==> config.mk <==
export PLATFORM = sky130hd
export DESIGN_NAME = wake_cause_recorder
export DESIGN_NICKNAME = d
export VERILOG_FILES = /design/src/rtl/wcr_pkg.sv /design/src/rtl/wcr_arm_ctrl.sv /design/src/rtl/wcr_qualify.sv /design/src/rtl/wcr_sticky_bit.sv /design/src/rtl/wake_cause_recorder.sv
export SDC_FILE = /design/constraint.sdc
export NUM_CORES = 1
export LEC_CHECK = 0
export BUFFER_PORTS_ARGS = -buffer_cell sky130_fd_sc_hd__buf_2
export CAP_MARGIN = 20
export CORE_AREA = 2 2 39 41
export DETAILED_ROUTE_END_ITERATION = 10
export DIE_AREA = 0 0 41 43
export PLACE_DENSITY = 0.75
export SETUP_SLACK_MARGIN = 0.02
export SYNTH_ARGS = -nofsm -noshare
export SYNTH_HDL_FRONTEND = slang
export SYNTH_SLANG_ARGS = --single-unit
==> constraint.sdc <==
create_clock -name clk -period 1.4 [get_ports clk]
set_input_delay 0.28 -clock clk [delete_from_list [all_inputs] [get_ports clk]]
set_output_delay 0.28 -clock clk [all_outputs]
set_load 0.02 [all_outputs]
==> src/rtl/wcr_pkg.sv <==
package wcr_pkg;
  typedef enum logic {
    ARM_IDLE = 1'b0,
    ARM_LIVE = 1'b1
  } arm_state_e;
endpackage

==> src/rtl/wcr_arm_ctrl.sv <==
module wcr_arm_ctrl
  import wcr_pkg::*;
(
  input  logic clk,
  input  logic rst_n,
  input  logic entry_start,
  input  logic cap_dis,
  output logic capture_en
);
  arm_state_e state_q, state_d;

  always_comb begin
    state_d = state_q;
    if (cap_dis) begin
      state_d = ARM_IDLE;
    end else if (entry_start) begin
      state_d = ARM_LIVE;
    end
  end

  always_ff @(posedge clk or negedge rst_n) begin
    if (!rst_n) begin
      state_q <= ARM_IDLE;
    end else begin
      state_q <= state_d;
    end
  end

  // A reason present in the entry cycle itself is taken as well.
  assign capture_en = ((state_q == ARM_LIVE) || entry_start) && !cap_dis;
endmodule

==> src/rtl/wcr_qualify.sv <==
module wcr_qualify #(
  parameter int NUM_WAKE = 6,
  localparam int INFO_W  = NUM_WAKE + 2
) (
  input  logic                capture_en,
  input  logic [NUM_WAKE-1:0] wake_req,
  input  logic [NUM_WAKE-1:0] wake_en,
  input  logic                abort_pulse,
  input  logic                fallthru_pulse,
  output logic [INFO_W-1:0]   set_vec
);
  logic [INFO_W-1:0] raw_vec;

  always_comb begin
    raw_vec = {abort_pulse, fallthru_pulse, wake_req & wake_en};
    set_vec = capture_en ? raw_vec : '0;
  end
endmodule

==> src/rtl/wcr_sticky_bit.sv <==
module wcr_sticky_bit (
  input  logic clk,
  input  logic rst_n,
  input  logic set_i,
  input  logic clr_i,
  output logic q_o
);
  logic q_d;
  logic upd_en;

  // Set dominates clear.
  always_comb begin
    upd_en = set_i | clr_i;
    q_d    = set_i;
  end

  always_ff @(posedge clk or negedge rst_n) begin
    if (!rst_n) begin
      q_o <= 1'b0;
    end else if (upd_en) begin
      q_o <= q_d;
    end
  end
endmodule

==> src/rtl/wake_cause_recorder.sv <==
module wake_cause_recorder #(
  parameter int NUM_WAKE = 6,
  localparam int INFO_W  = NUM_WAKE + 2
) (
  input  logic                clk,
  input  logic                rst_n,
  input  logic [NUM_WAKE-1:0] wake_req,
  input  logic [NUM_WAKE-1:0] wake_en,
  input  logic                entry_start,
  input  logic                abort_pulse,
  input  logic                fallthru_pulse,
  input  logic                cap_dis,
  input  logic                clr_we,
  input  logic [INFO_W-1:0]   clr_data,
  output logic [INFO_W-1:0]   wake_info
);
  logic              capture_en;
  logic [INFO_W-1:0] set_vec;
  logic [INFO_W-1:0] clr_vec;

  wcr_arm_ctrl u_arm (
    .clk         (clk),
    .rst_n       (rst_n),
    .entry_start (entry_start),
    .cap_dis     (cap_dis),
    .capture_en  (capture_en)
  );

  wcr_qualify #(.NUM_WAKE(NUM_WAKE)) u_qual (
    .capture_en     (capture_en),
    .wake_req       (wake_req),
    .wake_en        (wake_en),
    .abort_pulse    (abort_pulse),
    .fallthru_pulse (fallthru_pulse),
    .set_vec        (set_vec)
  );

  assign clr_vec = clr_we ? clr_data : '0;

  for (genvar gi = 0; gi < INFO_W; gi++) begin : g_bit
    wcr_sticky_bit u_bit (
      .clk   (clk),
      .rst_n (rst_n),
      .set_i (set_vec[gi]),
      .clr_i (clr_vec[gi]),
      .q_o   (wake_info[gi])
    );
  end
endmodule

# Yosys cells after proc, flatten, opt, wreduce, memory -nomap -nowiden
# Index checks and enable logic that the tools add are counted.
[word_totals]
regBits = 9
ram_bits = 0
word_cells = 26
in_bits = 27
mem_bits_ro = 0
latchBits = 0
memories = 0
[classes]
multipliers = 0
n_shift = 0
n_reduce_logical = 4
order_cmp = 0
n_eq_ne = 0
div = 0
add_sub_neg = 0
mux = 4
bitwise_logic = 9
[ops]
columns = ["op", "n"]
rows = [
  ["8-bit two-way mux", 2],
  ["1-bit bitwise OR", 8],
  ["6-bit AND", 1],
  ["1-bit two-way mux", 2],
  ["2-bit nonzero test", 1],
  ["1-bit logical AND", 1],
  ["1-bit logical NOT", 1],
  ["1-bit logical OR", 1],
]

# Longest topological paths before layout
# Gate-level depths: netlist of the first run.
[logic_depth]
word_depth = 4
mapped_depth = 3

# Hierarchy
# Synthesis of the first run repeated with hierarchy kept, for this count alone.
[hier_totals]
hier_cells = 43
area_unflattened_um2 = 437.9
[by_module_without_submodules]
columns = ["mod", "area_per_inst_um2", "cells_each", "instances", "seq_area_each_um2"]
rows = [
  ["wcr_sticky_bit", 36.3, 3, 8, 25.0],
  ["wcr_qualify", 52.6, 8, 1, 0.0],
  ["wake_cause_recorder", 50.0, 8, 1, 0.0],
  ["wcr_arm_ctrl", 45.0, 3, 1, 25.0],
]

# Worst setup path before layout of the first run
# Ideal clock, no wire load.
[synth_path]
kind = "flip-flop to flip-flop"
start = "reg u_arm.state_q"
end = "reg g_bit[6].u_bit.q_o"
setup_time_ns = 0.121
setup_slack_ns = 0.414
t_arrival_ns = 0.865
path_stages_with_launch = 4
period_less_slack_ns = 0.986
required_ns = 1.279
path_buffers = 1
path_cell_list = "dfrtp_1 o21ba_1 buf_6 a22o_2"
[synth_via]
elab_chain_cells = 4
[synth_lines]
columns = ["element", "line_no", "text"]
rows = [
  ["start, declared", "wcr_arm_ctrl.sv:10", "arm_state_e state_q, state_d;"],
  ["start signal, assigned", "wcr_arm_ctrl.sv:25", "state_q <= state_d;"],
  ["1-bit logical OR (*)", "wcr_arm_ctrl.sv:30", "assign capture_en = ((state_q == ARM_LIVE) || entry_start) && !cap_dis;"],
  ["1-bit logical AND (*)", "wcr_arm_ctrl.sv:30", ""],
  ["8-bit two-way mux (*)", "wcr_qualify.sv:16", "set_vec = capture_en ? raw_vec : '0;"],
  ["1-bit bitwise OR", "wcr_sticky_bit.sv:13", "upd_en = set_i | clr_i;"],
  ["end signal, assigned", "wcr_sticky_bit.sv:21", "q_o <= q_d;"],
  ["end, declared", "wcr_sticky_bit.sv:6", "output logic q_o"],
]
# Mark *: on every way between the ends. The rest lies on a longest branch, timed or not.
# A chain may end at the register's enable or synchronous reset.

# Worst setup path in the final report of the first run
[layout_path]
start = "reg g_bit[7].u_bit.q_o"
end = "out wake_info[7]"
[layout_lines]
columns = ["element", "line_no", "text"]
rows = [
  ["start, declared", "wcr_sticky_bit.sv:6", ""],
  ["start signal, assigned", "wcr_sticky_bit.sv:21", ""],
  ["end, declared", "wake_cause_recorder.sv:15", "output logic [INFO_W-1:0] wake_info"],
]
# No word-level cell between the ends.

==> reports/qor.yml, run 1 <==
synth:
  yosysMostFrequentCell: "dfrtp_1"
  synthTopCellsByCount: "9 x dfrtp_1, 8 x buf_4, 8 x nand2_1"
  syn_inst: 36
  ys_top_cells_by_area: "dfrtp_1 54%, a32o_1 14%, buf_4 14%, nand2_1 7.1%, a22o_2 4.8%"
  synth_top_area_share_pct: 53.6
  synth_area_um2: 420
  yosysTopAreaCell: "dfrtp_1"
  yosysWarnings: 0
  synth_area_per_cell_um2: 11.7
  async_flop_share_pct: 100
  synth_seq_cells: 9
  synth_edf_count: 0
  synth_ff_type: "dfrtp_1"
  seq_area_frac_synth_pct: 53.6
  synth_nets: 63
  synthDistinctLibCells: 8
floorplanning:
  die_h_um: 43
  die_area_um2: 1760
  start_util_pct: 30.4
  io_pins: 35
  dieWidth_um: 41
  coreArea_um2: 1380
  rows: 14
worst_setup_path:
  rrSetupSlack_ps: 340
  worstSetupPathType: "reg2out"
  worstPathMaxFanout: 2
  endpoint_kind: "output pin"
  rr_endpoint: "g_bit[1].u_bit.q_o"
  r2r_cells: 2
  critPathLaunchType: "register"
  crit_arrival_ps: 790
  path_cells: "buf_2"
  cp_slowest_stage_delay_ps: 380
  crit_family: "flip-flops"
  timing.rr.start: "u_arm.state_q"
  crit_slowest_cell: "dfrtp_1"
  path_buf_inv: 1
  required_ps: 1120
timing:
  fin_hold_ws_ps: 249
  max_freq_mhz: 930
  finalSetupViolations: 0
  hold_violations: 0
  finClkSkew_ps: 0.522
  period_needed_ps: 1070
  slew-limit-headroom_pct: 76.0
  finalCritPeriodShare_pct: 76.8
  rsz0062_at_grt: "no"
  fin_setup_tns_ps: 0
  worst_pin_slew_ps: 359
  final_max_slew_viol_count: 0
place:
  place_congestion: 0.552
  portBuffers: 34
  dp_hpwl_um: 672
detailed_routing:
  viasPerCell: 4.72
  final_antenna_net_count: 0
  drt-initial-drc-count: 1
  drc_errors: 0
  firstDrtPassIters: 3
  vias: 382
  wl_per_cell_um: 11.2
  totalWireLength_um: 907
global_route:
  grt_max_degree: 10
  overflow: 0
  grt_pass1_wl_um: 1350
  grt_usage_pct: 11.4
  antenna_found_initial: 0
  grt_pass1_vias: 367
flow_run:
  maxCapViolCount: 0
clock_tree:
  postCtsSetupBuffers: 0
  cts_buffer_depth: 2
  clock_latency_ps: 250
  cts_resized: 0
  clkSinkCount: 9
  cts_tree: "done"
  cts.clk_slew.worst_paths_ps: 60
  cts_made_buffers: 3
  hold_buffers: 1
  cts_root_buf: "clkbuf_4"
  htreeDepth: 1
power_and_ir_drop:
  vdd_drop_max_mv: 0.448
  pwr_density_cell_nw_per_um2: 1150
  p_leak_nw: 0.320
cells_and_area:
  drive_gt1_share_pct: 60.0
  area_growth_pct: 36.0
  fin_nets: 93
  diodes: 0
worst_hold_path:
  min-delay-start: "fallthru_pulse"
  hold_path_end: "g_bit[6].u_bit.q_o"
  hold_depth: 2
  min_path_type: "in2reg"
status:
  outcome: "complete, no violations"
==> area by class of cell <==
cell class | count | area [um2]
fill | 140 | 812
sequential | 9 | 225
timing repair buffer | 35 | 180
multi-input combinational | 17 | 120
clock buffer | 4 | 26.3
tap | 16 | 20.0
==> metrics by stage <==
step / util [%] / instances / area (um2) / setup WS [ps] / total power [mW]
floorplan: - / 36 / 420 / 414 / 0.434
global placement: 38.7 / 76 / 536 / 312 / 0.460
detailed placement: 38.7 / 76 / 536 / 302 / 0.464
CTS: 41.3 / 81 / 572 / 320 / 0.667
global route: 41.3 / 81 / 572 / 284 / 0.694
finish: 41.3 / 81 / 572 / 325 / 0.659
==> how the worst max path moves through the flow <==
stage                                   from                 end  slack [ps]  cells after the start
after floorplan                u_arm.state_q  g_bit[6].u_bit.q_o         410                      3
after global placement           entry_start  g_bit[2].u_bit.q_o         310                      3
after detailed placement         entry_start  g_bit[1].u_bit.q_o         300                      3
after CTS                 g_bit[7].u_bit.q_o        wake_info[7]         320                      1
after global routing           u_arm.state_q  g_bit[0].u_bit.q_o         280                      2
final                     g_bit[7].u_bit.q_o        wake_info[7]         330                      1
==> cells in the final DEF (no fill, tap or decap), drive strengths merged <==
cell,Yosys,final
a22o,2,2
a32o,6,6
buf,10,34
clkbuf,0,4
dfrtp,9,9
dlygate4sd3,0,1
nand2,8,8
o21ba,1,1
==> power breakdown <==
part           internal (mW)  leakage, nW  switching (mW)
Clock                  0.110       0.0150          0.0901
Combinational         0.0737        0.191          0.0808
Sequential             0.291        0.113          0.0136
Total                  0.475        0.320           0.184
==> routing by layer <==
metal,track usage (%),wire (um)
met1,14.6,357
met2,17.5,465
met3,3.14,84
met4,4.00,0
met5,0,0
==> logic make-up (layout without fill, tap and decap cells) <==
kind of cell,count (synthesis),count (layout),synth area share (%)
buffers and inverters,10,39,17.9
and+or+nand+nor,8,8,7.14
DFF,9,9,53.6
AOI/OAI and AO/OA,9,9,21.4
==> state kept, by name, summed over array words and instances, names as in the netlist <==
| register | cells |
|---|---|
| g_bit.u_bit.q_o | 8 |
| u_arm.state_q | 1 |
Power figures use the tool's default switching activity.
==> run 2, diff against run 1 <==
--- a/config.mk
+++ b/config.mk
@@ -7,10 +7,10 @@
 export LEC_CHECK = 0
 export BUFFER_PORTS_ARGS = -buffer_cell sky130_fd_sc_hd__buf_2
 export CAP_MARGIN = 20
-export CORE_AREA = 2 2 39 41
+export CORE_MARGIN = 2
+export CORE_UTILIZATION = 32
 export DETAILED_ROUTE_END_ITERATION = 10
-export DIE_AREA = 0 0 41 43
-export PLACE_DENSITY = 0.75
+export PLACE_DENSITY = 0.78
 export SETUP_SLACK_MARGIN = 0.02
 export SYNTH_ARGS = -nofsm -noshare
 export SYNTH_HDL_FRONTEND = slang
==> constraint.sdc (replaced) <==
create_clock -name clk -period 0.9 [get_ports clk]
set_input_delay 0.18 -clock clk [delete_from_list [all_inputs] [get_ports clk]]
set_output_delay 0.18 -clock clk [all_outputs]
set_load 0.02 [all_outputs]
==> run 2 against run 1 <==
  * The flow now finishes with violations (setup timing)
  * Worst hold slack worse by 87 ps
  * Core utilization grew 10 points
  * Clock skew is 1.7 ps higher
  * Die area is 8.1% lower
  * Final cell count grew 3.7%
  * Clock-buffer cell count stayed put
  * Critical path depth is the same
  * Design area rose by 15%
  * Sequential power grew 60%
  * Critical endpoint is now wake_info[1]
  * Largest power group unchanged
==> reports/qor.yml, run 2 (synthesis gave the netlist of run 1 again) <==
floorplanning:
  rows: 13  # was 14
  io_pins: 35  # unchanged
  start_util_pct: 33.1  # was 30.4%
  die_area_um2: 1620  # was 1760 um2
  dieWidth_um: 40.2  # was 41 um
  coreArea_um2: 1270  # was 1380 um2
  die_h_um: 40.2  # was 43 um
detailed_routing:
  vias: 377  # was 382
  totalWireLength_um: 932  # was 907 um
  viasPerCell: 4.49  # was 4.72
  firstDrtPassIters: 4  # was 3
  final_antenna_net_count: 0  # unchanged
  drt-initial-drc-count: 2  # was 1
  drc_errors: 0  # unchanged
  wl_per_cell_um: 11.1  # was 11.2 um
worst_hold_path:
  min_path_type: "in2reg"  # unchanged
timing:
  final_max_slew_viol_count: 0  # unchanged
  period_needed_ps: 962
  fin_ws_ps: -61.7  # was 325 ps
  hold_violations: 0  # unchanged
  finalCritPeriodShare_pct: 107
  slew-limit-headroom_pct: 86.8  # was 76.0%
  max_freq_mhz: 1040
  finClkSkew_ps: 2.24  # was 0.522 ps
  finalSetupViolations: 16  # was 0
  rsz0062_at_grt: "yes"  # was no
  worst_pin_slew_ps: 199  # was 359 ps
  fin_setup_tns_ps: -734  # was 0 ps
power_and_ir_drop:
  vdd_drop_max_mv: 0.754  # was 0.448 mV
  p_leak_nw: 0.349  # was 0.320 nW
  pwr-share-comb_pct: 29.5  # was 23.5%
  pwr_density_cell_nw_per_um2: 1700  # was 1150 nW/um2
  p_seq_share_pct: 43.7  # was 46.2%
  p_switching_mw: 0.295  # was 0.184 mW
  p_clk_share_pct: 26.8  # was 30.3%
  p_int_mw: 0.822  # was 0.475 mW
  switching_share_pct: 26.4  # was 28.0%
cells_and_area:
  area_growth_pct: 56.3  # was 36.0%
  final_cell_mix: "26 x buf_2, 9 x dfrtp_1, 8 x nand2_1, 8 x buf_6, 6 x a32o_1"  # was 34 x buf_2, 9 x dfrtp_1, 8 x nand2_1, 6 x a32o_1, 3 x clkbuf_4
  drive_gt1_share_pct: 63.8  # was 60.0%
  top_regs: "g_bit.u_bit.q_o (8), u_arm.state_q (1)"  # unchanged
  largest_register_ffs: 8  # unchanged
  regMostFlops: "g_bit.u_bit.q_o"  # unchanged
  fin_nets: 97  # was 93
  diodes: 0  # unchanged
  final_common_cell: "buf_2"  # unchanged
worst_setup_path:
  r2r_cells: 2  # unchanged
  crit_family: "flip-flops"  # unchanged
  path_cells: "buf_6"  # was buf_2
  crit_slowest_cell: "dfrtp_1"  # unchanged
  path_buf_inv: 1  # unchanged
  worstPathMaxFanout: 2  # unchanged
  cp-startpoint: "g_bit[1].u_bit.q_o"  # was g_bit[7].u_bit.q_o
  worstSetupPathType: "reg2out"  # unchanged
  rr_endpoint: "g_bit[6].u_bit.q_o"  # was g_bit[1].u_bit.q_o
  worst-path-stages: 1  # unchanged
  required_ps: 720  # was 1120 ps
  endpoint_kind: "output pin"  # unchanged
  cp_slowest_stage_delay_ps: 390  # was 380 ps
  critPathLaunchType: "register"  # unchanged
  crit_path_end: "wake_info[1]"  # was wake_info[7]
  crit_arrival_ps: 780  # was 790 ps
  rrSetupSlack_ps: -50  # was 340 ps
  timing.rr.start: "u_arm.state_q"  # unchanged
clock_tree:
  clkSinkCount: 9  # unchanged
  cts.clk_slew.worst_paths_ps: 60  # about the same
  cts_buffer_depth: 2  # unchanged
  htreeDepth: 1  # unchanged
  cts_tree: "done"  # unchanged
  cts_root_buf: "clkbuf_4"  # unchanged
  clock_latency_ps: 250  # about the same
  cts_made_buffers: 3  # unchanged
place:
  dp_hpwl_um: 691  # was 672 um
  portBuffers: 34  # unchanged
  place_congestion: 0.519  # was 0.552
  post-place-ws_ps: -127  # was 302 ps
global_route:
  overflow: 0  # unchanged
  grt_pass1_wl_um: 1290  # was 1350 um
  grt_max_degree: 10  # unchanged
  antenna_found_initial: 0  # unchanged
  grt_pass1_vias: 326  # was 367
  grt_usage_pct: 13.2  # was 11.4%
flow_run:
  maxCapViolCount: 0  # unchanged
status:
  violations: "setup timing"
  outcome: "finished, violations left"  # was complete, no violations
-- run 2: power by group through the flow --
stage	Combinational (mW)	Sequential, mW	Clock, mW
6_report	0.329	0.488	0.299
2_1_floorplan	0.196	0.479	0
3_3_place_gp	0.234	0.482	0
4_1_cts	0.334	0.486	0.315
3_5_place_dp	0.239	0.483	0
5_1_grt	0.357	0.493	0.348
-- run 2: worst min path at each step --
stage,slack (ps),endpoint,start,cells past startpoint
4_1_cts,150,g_bit[7].u_bit.q_o,abort_pulse,2
6_report,160,g_bit[7].u_bit.q_o,abort_pulse,2
3_3_place_gp,40,g_bit[7].u_bit.q_o,rst_n,1
2_1_floorplan,-120,g_bit[0].u_bit.q_o,rst_n,0
5_1_grt,140,g_bit[7].u_bit.q_o,abort_pulse,2
3_5_place_dp,40,g_bit[7].u_bit.q_o,rst_n,1
-- run 2: through the flow --
stage | utilization, % | instances | cell area (um2) | hold WS, ps | total power [mW]
after floorplan | - | 36 | 420 | -116 | 0.675
after global placement | 42.1 | 75 | 534 | 37.9 | 0.716
after detailed placement | 42.1 | 75 | 534 | 37.4 | 0.721
after CTS | 51.8 | 84 | 657 | 149 | 1.13
after global routing | 51.8 | 84 | 657 | 141 | 1.20
final | 51.8 | 84 | 657 | 161 | 1.12
-- run 2: layout make-up --
cell class / instances / area, um2
fill: 112 / 612
timing repair buffer: 39 / 260
tap: 15 / 18.8
clock buffer: 4 / 26.3
sequential: 9 / 225
multi-input combinational: 17 / 126
-- run 2: metal layers --
layer / vias up / track usage (%) / routed length, um
li1: 188 / - / -
met1: 165 / 12.3 / 362
met2: 24 / 22.2 / 449
met3: 0 / 7.78 / 120
met4: 0 / 7.50 / 0
met5: - / 0 / 0
-- run 2: repair_timing --
item,CTS,global route
buffers inserted,4,0
endpoints found under the setup margin,16,16
pin swaps,1,0
gates resized for setup,18,0
hold endpoints to repair,9,0
gates cloned,0,0
hold buffers,1,0
==> run 3, diff against run 2 <==
--- a/config.mk
+++ b/config.mk
@@ -5,12 +5,13 @@
 export SDC_FILE = /design/constraint.sdc
 export NUM_CORES = 1
 export LEC_CHECK = 0
+export ABC_AREA = 1
 export BUFFER_PORTS_ARGS = -buffer_cell sky130_fd_sc_hd__buf_2
 export CAP_MARGIN = 20
 export CORE_MARGIN = 2
-export CORE_UTILIZATION = 32
+export CORE_UTILIZATION = 35
 export DETAILED_ROUTE_END_ITERATION = 10
-export PLACE_DENSITY = 0.78
+export PLACE_DENSITY = 0.8
 export SETUP_SLACK_MARGIN = 0.02
 export SYNTH_ARGS = -nofsm -noshare
 export SYNTH_HDL_FRONTEND = slang
==> run 3 against run 2 <==
  * First-iteration DRC count grew 100%
  * Worst hold slack lost 65 ps
  * Highest routed layer unchanged
  * Critical path depth unchanged
  * The run still ends with setup timing left
==> reports/qor.yml, run 3 <==
power_and_ir_drop:
  pwr_density_cell_nw_per_um2: 1570  # was 1700 nW/um2
  vdd_drop_max_mv: 0.819  # was 0.754 mV
  p_leak_nw: 0.461  # was 0.349 nW
clock_tree:
  cts_root_buf: "clkbuf_4"  # unchanged
  cts.clk_slew.worst_paths_ps: 60  # about the same
  cts_tree: "done"  # unchanged
  clkSinkCount: 9  # unchanged
  clock_latency_ps: 260  # was 250 ps
  cts_made_buffers: 3  # unchanged
  htreeDepth: 1  # unchanged
  cts_buffer_depth: 2  # unchanged
timing:
  finalSetupViolations: 8  # was 16
  hold_violations: 0  # unchanged
  final_max_slew_viol_count: 0  # unchanged
  period_needed_ps: 976  # was 962 ps
  max_freq_mhz: 1020  # was 1040 MHz
  finalCritPeriodShare_pct: 108  # was 107%
  finClkSkew_ps: 4.20  # was 2.24 ps
  rsz0062_at_grt: "yes"  # unchanged
  worst_pin_slew_ps: 208  # was 199 ps
  slew-limit-headroom_pct: 86.2  # was 86.8%
  fin_ws_ps: -76.4  # was -61.7 ps
global_route:
  grt_usage_pct: 13.2  # about the same
  grt_max_degree: 10  # unchanged
  grt_pass1_vias: 441  # was 326
  overflow: 0  # unchanged
  antenna_found_initial: 0  # unchanged
  grt_pass1_wl_um: 1760  # was 1290 um
worst_setup_path:
  worstSetupPathType: "reg2out"  # unchanged
  crit_slowest_cell: "dfrtp_1"  # unchanged
  endpoint_kind: "output pin"  # unchanged
  crit_arrival_ps: 800  # was 780 ps
  required_ps: 720  # about the same
  path_cells: "buf_6"  # unchanged
  path_buf_inv: 1  # unchanged
  cp_slowest_stage_delay_ps: 400  # was 390 ps
  worstPathMaxFanout: 2  # unchanged
  crit_family: "flip-flops"  # unchanged
  critPathLaunchType: "register"  # unchanged
cells_and_area:
  final_cell_mix: "30 x nand2_1, 26 x buf_2, 9 x dfrtp_1, 8 x nand3_1, 8 x buf_6"  # was 26 x buf_2, 9 x dfrtp_1, 8 x nand2_1, 8 x buf_6, 6 x a32o_1
  diodes: 0  # unchanged
  regMostFlops: "g_bit.u_bit.q_o"  # unchanged
  area_growth_pct: 44.1  # was 56.3%
  fin_nets: 127  # was 97
  top_regs: "g_bit.u_bit.q_o (8), u_arm.state_q (1)"  # unchanged
  post-route-cell-area_um2: 719  # was 657 um2
  largest_register_ffs: 8  # unchanged
  final_common_cell: "nand2_1"  # was buf_2
  drive_gt1_share_pct: 43.4  # was 63.8%
worst_hold_path:
  min_path_type: "in2reg"  # unchanged
synth:
  yosysTopAreaCell: "dfrtp_1"  # unchanged
  synthDistinctLibCells: 9  # was 8
  seq_area_frac_synth_pct: 45.1  # was 53.6%
  synth_ff_type: "dfrtp_1"  # unchanged
  synth_edf_count: 0  # unchanged
  async_flop_share_pct: 100  # unchanged
  yosysMostFrequentCell: "nand2_1"  # was dfrtp_1
  synth_area_per_cell_um2: 7.45  # was 11.7 um2
  synth_top_area_share_pct: 45.1  # was 53.6%
  synth_seq_cells: 9  # unchanged
  yosysWarnings: 0  # unchanged
  syn_inst: 67  # was 36
  synth_nets: 94  # was 63
  synthTopCellsByCount: "30 x nand2_1, 9 x dfrtp_1, 8 x buf_4, 8 x nand3_1, 7 x inv_1"  # was 9 x dfrtp_1, 8 x buf_4, 8 x nand2_1
  synth_area_um2: 499  # was 420 um2
  ys_top_cells_by_area: "dfrtp_1 45%, nand2_1 23%, buf_4 12%, nand3_1 8.0%, inv_1 5.3%"  # was dfrtp_1 54%, a32o_1 14%, buf_4 14%, nand2_1 7.1%, a22o_2 4.8%
flow_run:
  maxCapViolCount: 0  # unchanged
detailed_routing:
  totalWireLength_um: 1060  # was 932 um
  viasPerCell: 4.23  # was 4.49
  wl_per_cell_um: 9.32  # was 11.1 um
  firstDrtPassIters: 4  # unchanged
  vias: 482  # was 377
  drt-initial-drc-count: 4  # was 2
  final_antenna_net_count: 0  # unchanged
  drc_errors: 0  # unchanged
floorplanning:
  io_pins: 35  # unchanged
  start_util_pct: 37.9  # was 33.1%
  die_area_um2: 1740  # was 1620 um2
  dieWidth_um: 41.8  # was 40.2 um
  die_h_um: 41.8  # was 40.2 um
  rows: 13  # unchanged
  coreArea_um2: 1320  # was 1270 um2
place:
  post_dp_cell_area_um2: 617  # was 534 um2
  post-place-ws_ps: 132  # was -127 ps
  dp_hpwl_um: 804  # was 691 um
  portBuffers: 34  # unchanged
  place_congestion: 0.706  # was 0.519
status:
  violations: "setup timing"  # unchanged
  outcome: "finished, violations left"  # unchanged
run 3: cell count changes in the layout (fill, tap and decap cells not counted):
| cell | previous run | this run |
|---|---|---|
| inv_2 | 0 | 2 |
| o21ba_4 | 1 | 0 |
| clkbuf_1 | 1 | 0 |
| a32o_1 | 6 | 0 |
| buf_4 | 4 | 2 |
| clkinv_2 | 0 | 1 |
| a21oi_1 | 0 | 1 |
| inv_1 | 0 | 7 |
| nand2_1 | 8 | 30 |
| nand2_4 | 0 | 1 |
| a22o_2 | 2 | 0 |
| nand3_1 | 0 | 8 |
run 3: layer usage:
layer  track usage [%]  part of all wire, %  up-vias
li1                  -                    -      256
met1              16.4                   40      203
met2              21.3                   52       23
met3              3.48                  8.6        0
met4              5.81                    0        0
met5                 0                    0        -
run 3: cell families (layout without fill, tap and decap cells):
logic type             Yosys count  after routing  share of synthesized area [%]
flip-flops                       9              9                           45.1
buffers and inverters           18             50                           21.1
AND/OR/NAND/NOR                 39             39                           32.8
AO/OA/AOI/OAI                    1              1                           1.00
run 3: where the power goes:
group / switching [mW] / leakage [nW] / internal [mW]
logic: 0.158 / 0.330 / 0.176
registers: 0.0333 / 0.113 / 0.454
clock network: 0.144 / 0.0177 / 0.164
total: 0.335 / 0.461 / 0.793
run 3: final timing paths:
path                               startpoint                 end  slack, ps  depth (start not counted)
max in group asynchronous               rst_n  g_bit[7].u_bit.q_o        430                          2
min in group asynchronous               rst_n  g_bit[5].u_bit.q_o        290                          2
min reg2reg                g_bit[4].u_bit.q_o  g_bit[4].u_bit.q_o        500                          2
min                                   cap_dis       u_arm.state_q        100                          2
max reg2reg                     u_arm.state_q  g_bit[7].u_bit.q_o        120                          4
max                        g_bit[1].u_bit.q_o        wake_info[1]        -80                          1
run 3: final cells by class:
| class | count | area (um2) |
|---|---|---|
| flip-flops and latches | 9 | 225 |
| repair buffers | 37 | 245 |
| fillers | 144 | 598 |
| multi-input cells | 40 | 169 |
| inverters | 9 | 33.8 |
| clock buffers | 3 | 22.5 |
| clock inverters | 1 | 5.00 |
| well taps | 15 | 18.8 |
run 3: what timing repair did:
action,CTS,global route
setup endpoints to repair,8,8
buffers inserted,1,1
gates resized for setup,16,0
hold buffers,1,0
hold endpoints to repair,9,0
run 3: through the flow:
| stage | TNS, ps | hold WS (ps) | cells | utilization [%] | total power, mW |
|---|---|---|---|---|---|
| 2_1_floorplan | 0 | -116 | 67 | - | 0.691 |
| 3_3_place_gp | 0 | 37.0 | 107 | 46.8 | 0.740 |
| 3_5_place_dp | 0 | 44.6 | 107 | 46.8 | 0.747 |
| 4_1_cts | -580 | 89.9 | 113 | 54.0 | 1.14 |
| 5_1_grt | -720 | 90.5 | 114 | 54.6 | 1.20 |
| 6_report | -491 | 95.9 | 114 | 54.6 | 1.13 |
